$ cat config.mk
export PLATFORM = sky130hd
export DESIGN_NAME = twid_angle_gen
export DESIGN_NICKNAME = d
export VERILOG_FILES = /design/src/rtl/twid_pkg.sv /design/src/rtl/twid_field_split.sv /design/src/rtl/twid_digit_mult.sv /design/src/rtl/twid_angle_gen.sv
export SDC_FILE = /design/constraint.sdc
export NUM_CORES = 1
export LEC_CHECK = 0
export BUFFER_PORTS_ARGS = -buffer_cell sky130_fd_sc_hd__buf_2
export CORE_AREA = 10 10 47 49
export CTS_CLUSTER_SIZE = 12
export DETAILED_ROUTE_END_ITERATION = 10
export DIE_AREA = 0 0 57 59
export PLACE_DENSITY = 0.73
export SLEW_MARGIN = 20
export SYNTH_ARGS = -nofsm -noshare
export SYNTH_HDL_FRONTEND = slang
export SYNTH_HIERARCHICAL = 1
export SYNTH_SLANG_ARGS = --single-unit
export TNS_END_PERCENT = 5
$ cat constraint.sdc
create_clock -name clk_i -period 1.8 [get_ports clk_i]
set_input_delay 0.18 -clock clk_i [delete_from_list [all_inputs] [get_ports clk_i]]
set_output_delay 0.18 -clock clk_i [all_outputs]
set_load 0.05 [all_outputs]
$ cat src/rtl/twid_pkg.sv
package twid_pkg;
  function automatic int field_w(input int log_r, input int stage);
    return log_r * stage;
  endfunction

  // index width, kept at least 1 so stage 1 has no zero-width vectors
  function automatic int k_w(input int log_r, input int stage);
    return (stage > 1) ? log_r * (stage - 1) : 1;
  endfunction
endpackage

$ cat src/rtl/twid_field_split.sv
module twid_field_split #(
  parameter int LOG_N = 10,
  parameter int LOG_R = 2,
  parameter int STAGE = 3,
  localparam int FIELD_W = twid_pkg::field_w(LOG_R, STAGE),
  localparam int KW      = twid_pkg::k_w(LOG_R, STAGE),
  localparam int IDX_W   = FIELD_W - LOG_R
) (
  input  logic [LOG_N-1:0] cnt_i,
  output logic [LOG_R-1:0] p_o,
  output logic [KW-1:0]    k_o
);
  localparam logic [LOG_N-1:0] FIELD_MASK = LOG_N'((1 << FIELD_W) - 1);

  logic [LOG_N-1:0] field;
  assign field = cnt_i & FIELD_MASK;
  assign p_o   = LOG_R'(field >> IDX_W);

  generate
    if (STAGE > 1) begin : g_idx
      assign k_o = KW'(field);
    end else begin : g_no_idx
      assign k_o = '0;
    end
  endgenerate
endmodule

$ cat src/rtl/twid_digit_mult.sv
module twid_digit_mult #(
  parameter int RADIX = 4,
  parameter int KW    = 4,
  localparam int LOG_R = $clog2(RADIX),
  localparam int PW    = LOG_R + KW
) (
  input  logic [LOG_R-1:0] p_i,
  input  logic [KW-1:0]    k_i,
  output logic [PW-1:0]    prod_o
);
  generate
    if (RADIX == 2) begin : g_r2
      assign prod_o = p_i[0] ? {1'b0, k_i} : '0;
    end else if (RADIX == 4) begin : g_r4
      logic [PW-1:0] k1, k2, k3;
      assign k1 = PW'(k_i);
      assign k2 = {k_i, 1'b0};
      assign k3 = k2 + k1;
      always_comb begin
        unique case (p_i)
          2'd0:    prod_o = '0;
          2'd1:    prod_o = k1;
          2'd2:    prod_o = k2;
          default: prod_o = k3;
        endcase
      end
    end else begin : g_generic
      assign prod_o = PW'(p_i) * PW'(k_i);
    end
  endgenerate
endmodule

$ cat src/rtl/twid_angle_gen.sv
module twid_angle_gen #(
  parameter int N_PTS = 1024,
  parameter int RADIX = 4,
  parameter int STAGE = 3,
  localparam int LOG_N   = $clog2(N_PTS),
  localparam int LOG_R   = $clog2(RADIX),
  localparam int FIELD_W = twid_pkg::field_w(LOG_R, STAGE),
  localparam int KW      = twid_pkg::k_w(LOG_R, STAGE),
  localparam int PW      = LOG_R + KW,
  localparam int SHIFT   = LOG_N - FIELD_W
) (
  input  logic             clk_i,
  input  logic             rst_ni,
  input  logic             cnt_en_i,
  input  logic [LOG_N-1:0] cnt_i,
  output logic [LOG_N-1:0] angle_o,
  output logic             valid_o
);
  logic [LOG_R-1:0]    p;
  logic [KW-1:0]       k;
  logic [PW-1:0]       prod;
  logic [LOG_N+PW-1:0] scaled;
  logic [LOG_N-1:0]    angle_d;

  twid_field_split #(.LOG_N(LOG_N), .LOG_R(LOG_R), .STAGE(STAGE)) u_split (
    .cnt_i(cnt_i), .p_o(p), .k_o(k)
  );

  twid_digit_mult #(.RADIX(RADIX), .KW(KW)) u_mult (
    .p_i(p), .k_i(k), .prod_o(prod)
  );

  // normalise to 2*pi/N; mod N by truncation
  assign scaled  = {{LOG_N{1'b0}}, prod} << SHIFT;
  assign angle_d = scaled[LOG_N-1:0];

  always_ff @(posedge clk_i or negedge rst_ni) begin
    if (!rst_ni) begin
      angle_o <= '0;
      valid_o <= 1'b0;
    end else begin
      valid_o <= cnt_en_i;
      if (cnt_en_i) angle_o <= angle_d;
    end
  end

  AST_VALID_FOLLOWS_EN: assert property (@(posedge clk_i) disable iff (!rst_ni)
    cnt_en_i |=> valid_o);
  AST_VALID_DROPS: assert property (@(posedge clk_i) disable iff (!rst_ni)
    !cnt_en_i |=> !valid_o);
  AST_ANGLE_HOLD: assert property (@(posedge clk_i) disable iff (!rst_ni)
    !cnt_en_i |=> $stable(angle_o));
  AST_ZERO_DIGIT: assert property (@(posedge clk_i) disable iff (!rst_ni)
    (cnt_en_i && p == '0) |=> angle_o == '0);

  generate
    if (SHIFT > 0) begin : g_low_chk
      AST_LOW_BITS_ZERO: assert property (@(posedge clk_i) disable iff (!rst_ni)
        valid_o |-> angle_o[SHIFT-1:0] == '0);
    end
  endgenerate
endmodule

## Yosys cells after proc, flatten, opt, wreduce, memory -nomap -nowiden

Index checks and enable logic that the tools add are counted.

- Add/sub/neg operators: 1
- Equality and inequality tests: 2
- Multiplexer cells: 1
- Reduce and logical (&&, ||, !) cells: 1

Operators by type and width:

| cell | count |
|---|---|
| 6-bit case mux with 3 select lines | 1 |
| 5-bit by 4-bit adder with 6-bit output | 1 |
| 2-bit by 1-bit equality test with 1-bit output, second input constant | 1 |
| 2-bit equality test, second input constant | 1 |
| 2-bit zero test | 1 |

- Flip-flop bits (word level): 7
- Output and inout port bits: 11
- Word-level logic and storage cells: 7

## Depth between registers and ports, before layout

Gate-level depths: netlist of run 1.

- Depth after elaboration: 2
- Gate-level depth with buffers: 7
- Mapped depth without buffers: 6

## By module

The synthesis of run 1 kept the hierarchy.

By module, submodules not included:

| module | times used | cells an instance | area an instance (µm²) | sequential area each (µm²) |
|---|---|---|---|---|
| twid_angle_gen | 1 | 19 | 310.3 | 175.2 |
| twid_digit_mult | 1 | 25 | 216.5 | 0.0 |
| twid_field_split | 1 | 6 | 45.0 | 0.0 |

## Least setup slack after synthesis of run 1

OpenSTA, ideal clock, no wires.

- Path kind: input-to-reg
- Start point: input cnt_i[1]
- End point: register angle_o[6]
- Library setup time: 0.125 ns
- Data arrival time: 1.592 ns
- Required time: 1.675 ns
- Path slack: 0.083 ns
- Stages on the path: 6
- Path buffers: 1
- Path through: buf_4 > ha_1 > fa_1 > mux2_2 > a22o_1 > mux2_4

- Cells in the longest elaborated chain, start to end: 2

RTL lines:

| item | line | source |
|---|---|---|
| from (decl) | twid_angle_gen.sv:15 | `input logic [LOG_N-1:0] cnt_i,` |
| 5-bit by 4-bit adder with 6-bit output | twid_digit_mult.sv:18 | `assign k3 = k2 + k1;` |
| 6-bit case mux with 3 select lines (*) | twid_digit_mult.sv:20 | `unique case (p_i)` |
| net prod[2] | twid_angle_gen.sv:21 | `logic [PW-1:0] prod;` |
| to (signal assigned) | twid_angle_gen.sv:43 | `if (cnt_en_i) angle_o <= angle_d;` |
| to (decl) | twid_angle_gen.sv:16 | `output logic [LOG_N-1:0] angle_o,` |

The timed path passes the listed nets; every way through them passes the cells marked *.
A chain may end at the register's enable or synchronous reset.

## Worst setup path in the final report of run 1

- Start point: input cnt_i[0]
- End point: register angle_o[6]

- Cells in the longest elaborated chain, start to end: 2

RTL lines:

| item | line |
|---|---|
| 5-bit by 4-bit adder with 6-bit output | twid_digit_mult.sv:18 |
| 6-bit case mux with 3 select lines | twid_digit_mult.sv:20 |
| net prod[2] | twid_angle_gen.sv:21 |

The timed path passes the listed nets, and every way through them passes these cells.

==> reports/results.tsv, run 1 <==
metric	value	unit
Avg WL per Cell	12.1	µm
pwr/cell area	806	nW/µm²
vias in the first global route	369	
PortBufs	15	
multiplexer share of the synthesized area	0.221	
Yosys top cell area share	0.306	
Antenna Nets Post-Route	0	
hold_sp	cnt_en_i	
via count	365	
Max VDD drop	0.349	mV
vias per inst	4.62	
synth unique cells	23	
TritonCTS clock tree	built	
total gr overflow	0	
compound-gate portion of the synthesized area	0.0722	
chip width	57	µm
Mean Syn Cell Area	11.4	µm²
Post-synth ARST share	1.00	
Maximum Capacitance Violations	0	
Die Y	59	µm
top post-synthesis cells by area	dfrtp_1 (31%), mux2_4 (18%), buf_4 (13%)	
Synth top cells by count	buf_4 (10), dfrtp_1 (7), mux2_4 (7)	
hold path endpoint	valid_o$_DFF_PN0_	
Setup TNS	0	ns
CP Max Fanout	3	
crit start category	input pin	
Placed Instance Area	599	µm²
R2R Setup Slk	1.05	ns
number of buffers created by CTS	3	
adder-cell share of the synthesized area	0.123	
CTS hold repair buffers	1	
wirelength, routed	954	µm
htree depth	1	
LEAKAGE	0.355	nW
endpoint class of the critical path	flip-flop	
Final Net Count	82	
design area	636	µm²
worst-skew pair later-pin latency	0.24	ns
first-pass GRT wire length	1580	µm
R2R Path Start	angle_o[5]$_DFFE_PN0P_	
Worst R2R End	angle_o[5]$_DFFE_PN0P_	
synthesized area	572	µm²
DP Wirelength	841	µm
xor and xnor area share after synthesis	0.0153	
share of cells above drive strength 1	0.476	
Mapped Cells	50	
worst path required time	1.93	ns
Starting Density	0.408	
clk buf depth	2	
Fill cells	143	
crit path time final	1.52	ns
Core Rows	14	
DRC viols	0	
Setup Crit Path Kind	input pin to flip-flop	
Final Hold Vio Count	0	
DRT iter0 DRCs	2	
part of the cycle the worst path needs	0.844	
core area	1400	µm²
initial antenna violation count	0	
worst min path class	input pin to flip-flop	
pin count of the biggest net entering global routing	8	
Post-synth EDFFs	0	
clk slew on worst S/H paths	0.05	ns
#FFs+latches synth	7	
Top FF cell, synth	dfrtp_1	
register area share after synthesis	0.306	
post-CTS setup repair buffer count	0	
die area	3360	µm²
status	complete, no violations	
ANT cells	0	
WP data arrival	1.65	ns
clock root cell	clkbuf_4	
CTS Sinks	7	
GPL Wtd Cong	0.710	
RSZ-0062 raised after global routing	false	
largest family of logic cells by synthesized area	multiplexers	
final-report setup violation count	0	
fmax	658	MHz
GRT Total Usage	0.0609	
most common cell in the netlist	buf_4	
Ports	24	
Synth area leader	dfrtp_1	
number of cells on the worst hold path	1	
Worst Skew	0	ns
max-slew violations	0	
post_cts resized	0	
drt first pass iters	3	
yosys warns	6	
simple-gate area share of the yosys netlist	0.0985	
P&R area growth vs syn	11.2	%
R2R cell count	1	
report_power, final:
| part | total (W) | switching (W) | internal [W] | leakage [nW] |
|---|---|---|---|---|
| clock network | 0.000135 | 0.0000510 | 0.0000841 | 0.0150 |
| logic | 0.000194 | 0.000125 | 0.0000697 | 0.251 |
| registers | 0.000183 | 0.00000832 | 0.000175 | 0.0885 |
| total | 0.000512 | 0.000184 | 0.000329 | 0.355 |
sequential cells by signal (all words and copies together), names as in the netlist:
register and count:
angle_o 6, valid_o 1
stage by stage:
step	power (W)	instances	setup slack [ns]	hold WS, ns	utilization
5_1_grt	0.000536	79	0.234	0.182	0.454
4_1_cts	0.000519	79	0.281	0.168	0.454
2_1_floorplan	0.000355	53	0.0826	-0.116	-
3_5_place_dp	0.000380	74	0.0177	0.0148	0.428
3_3_place_gp	0.000376	74	0.0620	0.0117	0.428
6_report	0.000512	79	0.280	0.172	0.454
worst max-delay path, stage by stage:
cell,delay (ns)
buf_2,0.11
ha_1,0.22
fa_1,0.44
mux2_2,0.27
a22o_1,0.18
mux2_4,0.25
cells in the final DEF (no fill, tap or decap), types with 2 or more instances in the layout:
master,count
conb_1,4
dfrtp_1,7
nand2_1,2
a22o_1,2
clkbuf_4,3
a21oi_1,2
buf_2,15
mux2_4,7
ha_1,4
layout make-up:
| class | instances | area, µm² | area share |
|---|---|---|---|
| Clock buffer | 4 | 26.3 | 0.0413 |
| Inverter | 1 | 3.75 | 0.00591 |
| Multi-Input combinational cell | 34 | 318 | 0.500 |
| Sequential cell | 7 | 175 | 0.276 |
| Tap cell | 16 | 20.0 | 0.0315 |
| Timing Repair Buffer | 17 | 92.6 | 0.146 |
metal layers:
| metal | up-vias | share of wire | global-route usage |
|---|---|---|---|
| met1 | 164 | 0.40 | 0.0580 |
| li1 | 184 | - | - |
| met2 | 13 | 0.49 | 0.0946 |
| met4 | 0 | 0.040 | 0.0705 |
| met3 | 4 | 0.070 | 0.0215 |
| met5 | - | 0 | 0 |
worst max path at each step:
stage	cells past startpoint	to	slack (ns)	startpoint
2_1_floorplan	6	angle_o[6]$_DFFE_PN0P_	0.08	cnt_i[1]
3_3_place_gp	6	angle_o[6]$_DFFE_PN0P_	0.06	cnt_i[0]
3_5_place_dp	6	angle_o[6]$_DFFE_PN0P_	0.02	cnt_i[0]
4_1_cts	6	angle_o[6]$_DFFE_PN0P_	0.28	cnt_i[0]
5_1_grt	6	angle_o[6]$_DFFE_PN0P_	0.23	cnt_i[0]
6_report	6	angle_o[6]$_DFFE_PN0P_	0.28	cnt_i[0]
logic make-up (layout without fill, tap and decap cells):
logic type | Yosys count | count (layout)
buf+inv | 12 | 22
mux | 9 | 9
simple gates | 9 | 9
flops | 7 | 7
compound gates | 6 | 6
fa+ha+maj | 5 | 5
other cells | 1 | 4
xor+xnor | 1 | 1
(Power assumes the default switching activity.)
==> inputs of run 2 (changes only) <==
--- a/config.mk
+++ b/config.mk
@@ -5,12 +5,13 @@
 export SDC_FILE = /design/constraint.sdc
 export NUM_CORES = 1
 export LEC_CHECK = 0
+export ABC_AREA = 1
 export BUFFER_PORTS_ARGS = -buffer_cell sky130_fd_sc_hd__buf_2
 export CORE_AREA = 10 10 47 49
 export CTS_CLUSTER_SIZE = 12
 export DETAILED_ROUTE_END_ITERATION = 10
 export DIE_AREA = 0 0 57 59
-export PLACE_DENSITY = 0.73
+export PLACE_DENSITY = 0.7
 export SLEW_MARGIN = 20
 export SYNTH_ARGS = -nofsm -noshare
 export SYNTH_HDL_FRONTEND = slang
==> constraint.sdc (replaced) <==
create_clock -name clk_i -period 1.5 [get_ports clk_i]
set_input_delay 0.15 -clock clk_i [delete_from_list [all_inputs] [get_ports clk_i]]
set_output_delay 0.15 -clock clk_i [all_outputs]
set_load 0.05 [all_outputs]
==> run 2 against run 1 <==
Die area unchanged. Sequential cell count unchanged. Synthesized cell count rose by 46%. Combinational power is 3% higher. First-iteration DRC count rose to 4.0 times the previous value. Sequential share of layout area up 1.4 points. Synthesized area shrank 6.1%. Worst setup slack gained 0.066 ns. Final area shrank 4.9%. Count of clock-buffer cells in the layout is the same. Sequential power increased by 17%. Critical path type unchanged. Largest cell class unchanged.
==> reports/results.tsv, run 2 <==
metric	value	unit
Top reg by flops	angle_o	
DP Wirelength	958	µm
CTS Sinks	7	
part of the cycle the worst path needs	0.769	
htree depth	1	
CP max stage cell	fa_1	
Worst Skew	0	ns
chip width	57	µm
worst min path class	input pin to flip-flop	
pin count of the biggest net entering global routing	9	
Mean Syn Cell Area	7.35	µm²
share of cells above drive strength 1	0.244	
#FFs+latches synth	7	
crit path time final	1.15	ns
design area	604	µm²
core area	1400	µm²
Top FF cell, synth	dfrtp_1	
Maximum Capacitance Violations	0	
total gr overflow	0	
number of cells on the worst hold path	1	
vias per inst	4.29	
cells along the critical path	buf_2 > ha_1 > fa_1 > xnor2_1 > nand2_1 > nand3_1 > nand2_1 > nand2_1	
clk slew on worst S/H paths	0.05	ns
worst-skew pair later-pin latency	0.24	ns
clock root cell	clkbuf_4	
Ports	24	
Final Net Count	105	
Avg WL per Cell	10.6	µm
pwr/cell area	952	nW/µm²
Synth top cells by count	nand2_1 (27), buf_4 (10), nand3_1 (10)	
drt first pass iters	3	
GPL Wtd Cong	0.789	
hold slack final	0.118	ns
Largest register FFs	6	
worst path required time	1.63	ns
RSZ-0062 raised after global routing	false	
Setup TNS	0	ns
P&R area growth vs syn	12.6	%
most common cell in the netlist	nand2_1	
Yosys top cell area share	0.326	
first-pass GRT wire length	1780	µm
ANT cells	0	
synth unique cells	13	
Critical Path Most Common Cell	nand2_1	
Post-synth EDFFs	0	
max-slew violations	0	
Post-synth ARST share	1.00	
top post-synthesis cells by area	dfrtp_1 (33%), nand2_1 (19%), buf_4 (14%)	
Largest regs	angle_o (6), valid_o (1)	
R2R Setup Slk	0.89	ns
R2R Path Start	angle_o[6]$_DFFE_PN0P_	
via count	438	
Core Rows	14	
most common cell after layout, fill and taps aside	nand2_1	
Starting Density	0.383	
fmax	867	MHz
synthesized area	537	µm²
GRT Total Usage	0.0672	
TritonCTS clock tree	built	
Synth area leader	dfrtp_1	
status	complete, no violations	
CP Max Fanout	5	
Fill cells	157	
wirelength, routed	1080	µm
R2R cell count	2	
DRT iter0 DRCs	8	
setup ws final	0.347	ns
Worst R2R End	angle_o[6]$_DFFE_PN0P_	
Die Y	59	µm
Final Hold Vio Count	0	
crit start category	input pin	
clk buf depth	2	
final-report setup violation count	0	
die area	3360	µm²
Setup Crit Path Kind	input pin to flip-flop	
WP data arrival	1.29	ns
Max VDD drop	0.235	mV
yosys warns	6	
LEAKAGE	0.363	nW
hold path endpoint	valid_o$_DFF_PN0_	
PortBufs	15	
most frequent cells in the layout	nand2_1 (27), buf_2 (15), nand3_1 (10)	
Placed Instance Area	568	µm²
Mapped Cells	73	
vias in the first global route	444	
register area share after synthesis	0.326	
Antenna Nets Post-Route	0	
DRC viols	0	
hold_sp	cnt_en_i	
number of buffers created by CTS	3	
initial antenna violation count	0	
Place WS	0.0861	ns
endpoint class of the critical path	flip-flop	
crit-path max cell delay	0.41	ns
==> run 2: cell count changes in the layout (fill, tap and decap cells not counted), moves of 2 or more <==
cell,before,now
nand3_1,1,10
mux2_4,7,0
a22o_1,2,0
inv_2,0,2
nand2_1,2,27
inv_1,1,5
==> run 2: routing by layer <==
layer | GRT usage | vias to the layer above | wire length [µm]
met4 | 0.0503 | 0 | 0
met3 | 0.0300 | 0 | 89
met1 | 0.0695 | 184 | 501
met2 | 0.105 | 14 | 494
met5 | 0 | - | 0
li1 | - | 240 | -
==> run 2: layout make-up <==
cell class / count / area (µm²) / share of cell area
flip-flops and latches: 7 / 175 / 0.290
repair buffers: 16 / 85.1 / 0.141
well taps: 16 / 20.0 / 0.0331
inverters: 7 / 26.3 / 0.0435
multi-input cells: 52 / 272 / 0.449
clock buffers: 4 / 26.3 / 0.0435
==> run 2: logic make-up after synthesis <==
group	Yosys count	synth area share
adders and majority gates	5	0.131
other	1	0.00699
AOI/OAI and AO/OA	3	0.0350
and+or+nand+nor	39	0.296
DFF	7	0.326
buffers and inverters	17	0.189
xor gates and xnor gates	1	0.0163
==> run 2: where the power goes <==
| group | switching, W | internal, W | leakage, nW |
|---|---|---|---|
| Clock | 0.0000615 | 0.000101 | 0.0150 |
| Sequential | 0.00000780 | 0.000206 | 0.0895 |
| Combinational | 0.000148 | 0.0000507 | 0.258 |
| Total | 0.000217 | 0.000358 | 0.363 |
==> run 2: stage by stage <==
| step | power [W] | utilization | instances |
|---|---|---|---|
| floorplan | 0.000386 | - | 76 |
| global placement | 0.000411 | 0.405 | 97 |
| detailed placement | 0.000417 | 0.405 | 97 |
| CTS | 0.000588 | 0.431 | 102 |
| global route | 0.000615 | 0.431 | 102 |
| finish | 0.000575 | 0.431 | 102 |
==> run 2: critical path, delay by kind of cell <==
kind                       cells  cell delay (ns)
xor gates and xnor gates       1             0.15
adders and majority gates      2             0.62
buffers and inverters          1             0.14
and+or+nand+nor                4             0.23
==> run 2: worst max path at each step <==
stage	slack [ns]	from	cells after the start	endpoint
after floorplan	0.18	cnt_i[1]	8	angle_o[7]$_DFFE_PN0P_
after global placement	0.12	cnt_i[1]	8	angle_o[7]$_DFFE_PN0P_
after detailed placement	0.09	cnt_i[1]	8	angle_o[7]$_DFFE_PN0P_
after CTS	0.35	cnt_i[1]	8	angle_o[7]$_DFFE_PN0P_
after global routing	0.30	cnt_i[1]	8	angle_o[7]$_DFFE_PN0P_
final	0.35	cnt_i[1]	8	angle_o[7]$_DFFE_PN0P_
==> run 2: timing repair <==
item,CTS,global route
buffers inserted,0,0
hold buffers,1,0
resized for setup,0,0
endpoints found under the hold margin,7,0
==> inputs of run 3 (changes only) <==
--- a/config.mk
+++ b/config.mk
@@ -7,10 +7,10 @@
 export LEC_CHECK = 0
 export ABC_AREA = 1
 export BUFFER_PORTS_ARGS = -buffer_cell sky130_fd_sc_hd__buf_2
-export CORE_AREA = 10 10 47 49
+export CORE_AREA = 10 10 48 50
 export CTS_CLUSTER_SIZE = 12
 export DETAILED_ROUTE_END_ITERATION = 10
-export DIE_AREA = 0 0 57 59
+export DIE_AREA = 0 0 58 60
 export PLACE_DENSITY = 0.7
 export SLEW_MARGIN = 20
 export SYNTH_ARGS = -nofsm -noshare
==> constraint.sdc (replaced) <==
create_clock -name clk_i -period 0.99 [get_ports clk_i]
set_input_delay 0.099 -clock clk_i [delete_from_list [all_inputs] [get_ports clk_i]]
set_output_delay 0.099 -clock clk_i [all_outputs]
set_load 0.05 [all_outputs]
==> run 3 against run 2 <==
Worst setup slack worse by 0.33 ns. Highest routed layer is now met4. Largest cell class unchanged. Sequential power up 52%. Critical path type unchanged. Critical path depth unchanged. Clock power up 52%.
==> reports/results.tsv, run 3 (synthesis gave the netlist of run 2 again) <==
metric	value	unit
status	complete, no violations	
P&R area growth vs syn	32.9	%
R2R cell count	2	
vias in the first global route	513	
Max VDD drop	0.346	mV
Place WS	-0.251	ns
endpoint class of the critical path	flip-flop	
chip width	58	µm
share of cells above drive strength 1	0.359	
number of cells on the worst hold path	1	
max-slew violations	0	
TritonCTS clock tree	built	
via count	472	
cells along the critical path	buf_4 > ha_4 > fa_2 > xnor2_1 > nand2_1 > nand3_1 > nand2_1 > nand2_1	
setup ws final	0.0135	ns
wirelength, routed	1160	µm
DP Wirelength	992	µm
die area	3480	µm²
most common cell after layout, fill and taps aside	nand2_1	
hold slack final	0.0700	ns
post-CTS setup repair buffer count	0	
crit-path max cell delay	0.36	ns
CP Max Fanout	2	
LEAKAGE	0.395	nW
design area	713	µm²
Worst Skew	0	ns
Antenna Nets Post-Route	0	
Critical Path Most Common Cell	nand2_1	
most frequent cells in the layout	nand2_1 (26), nand3_1 (10), buf_2 (9)	
vias per inst	4.37	
Final Hold Vio Count	0	
clk slew on worst S/H paths	0.05	ns
CTS Sinks	7	
post-route insts no fill	108	
R2R Path Start	angle_o[7]$_DFFE_PN0P_	
crit start category	input pin	
Die Y	60	µm
worst path required time	1.12	ns
R2R Setup Slk	0.37	ns
core area	1440	µm²
Setup Crit Path Kind	input pin to flip-flop	
RSZ-0062 raised after global routing	true	
clock root cell	clkbuf_4	
Top reg by flops	angle_o	
part of the cycle the worst path needs	0.986	
PortBufs	15	
htree depth	1	
Largest regs	angle_o (6), valid_o (1)	
total gr overflow	0	
WP data arrival	1.11	ns
GRT Total Usage	0.0753	
clk buf depth	2	
DRT iter0 DRCs	8	
Largest register FFs	6	
Ports	24	
Avg WL per Cell	10.8	µm
fmax	1020	MHz
final-report setup violation count	0	
Final Util	0.497	
Worst R2R End	angle_o[7]$_DFFE_PN0P_	
first-pass GRT wire length	2100	µm
initial antenna violation count	0	
hold path endpoint	valid_o$_DFF_PN0_	
CP max stage cell	fa_2	
number of buffers created by CTS	3	
GPL Wtd Cong	0.783	
ANT cells	0	
DRC viols	0	
hold_sp	cnt_en_i	
pin count of the biggest net entering global routing	9	
Maximum Capacitance Violations	0	
Core Rows	14	
crit path time final	0.977	ns
worst-skew pair later-pin latency	0.24	ns
Placed Instance Area	641	µm²
pwr/cell area	1300	nW/µm²
Final Net Count	111	
Inst Count DP	103	
worst min path class	input pin to flip-flop	
drt first pass iters	4	
Starting Density	0.374	
[run 3: power by group]
group / internal, W / switching (W) / leakage [nW]
logic: 0.000119 / 0.000238 / 0.290
clock network: 0.000153 / 0.0000938 / 0.0150
registers: 0.000313 / 0.0000122 / 0.0895
[run 3: per-layer routing]
metal,GRT usage,vias up,share of wire
met5,0,-,0
met2,0.124,15,0.48
met1,0.0727,204,0.41
met3,0.0445,2,0.10
met4,0.0403,0,0.0052
li1,-,251,-
[run 3: area by class of cell]
class,instances,area [µm²]
sequential,7,175
clock buffer,4,26.3
tap,16,20.0
inverter,7,26.3
timing repair buffer,22,158
fill,157,723
multi-input combinational,52,308
[run 3: how the worst max path moves through the flow]
stage	from	to	slack [ns]	cells after the start
3_3_place_gp	cnt_i[1]	angle_o[7]$_DFFE_PN0P_	-0.24	8
3_5_place_dp	cnt_i[1]	angle_o[7]$_DFFE_PN0P_	-0.25	8
5_1_grt	cnt_i[1]	angle_o[6]$_DFFE_PN0P_	-0.03	7
6_report	cnt_i[1]	angle_o[7]$_DFFE_PN0P_	0.01	8
2_1_floorplan	cnt_i[1]	angle_o[7]$_DFFE_PN0P_	-0.17	8
4_1_cts	cnt_i[1]	angle_o[7]$_DFFE_PN0P_	0.007	8
[run 3: per-stage QoR]
step / setup TNS, ns / total power (W)
2_1_floorplan: -0.468 / 0.000594
3_3_place_gp: -0.772 / 0.000654
3_5_place_dp: -0.798 / 0.000659
4_1_cts: 0 / 0.000914
5_1_grt: -0.0308 / 0.00100
6_report: 0 / 0.000929
[run 3: worst max-delay path: cells and delay by family]
| family | cells | cell delay (ns) |
|---|---|---|
| and+or+nand+nor | 4 | 0.22 |
| xor gates and xnor gates | 1 | 0.13 |
| adders and majority gates | 2 | 0.52 |
| buffers and inverters | 1 | 0.13 |
[run 3: what timing repair did]
item,CTS,global route
hold buffers,1,0
hold endpoints to repair,7,0
resized for setup,0,10
endpoints found under the setup margin,0,8
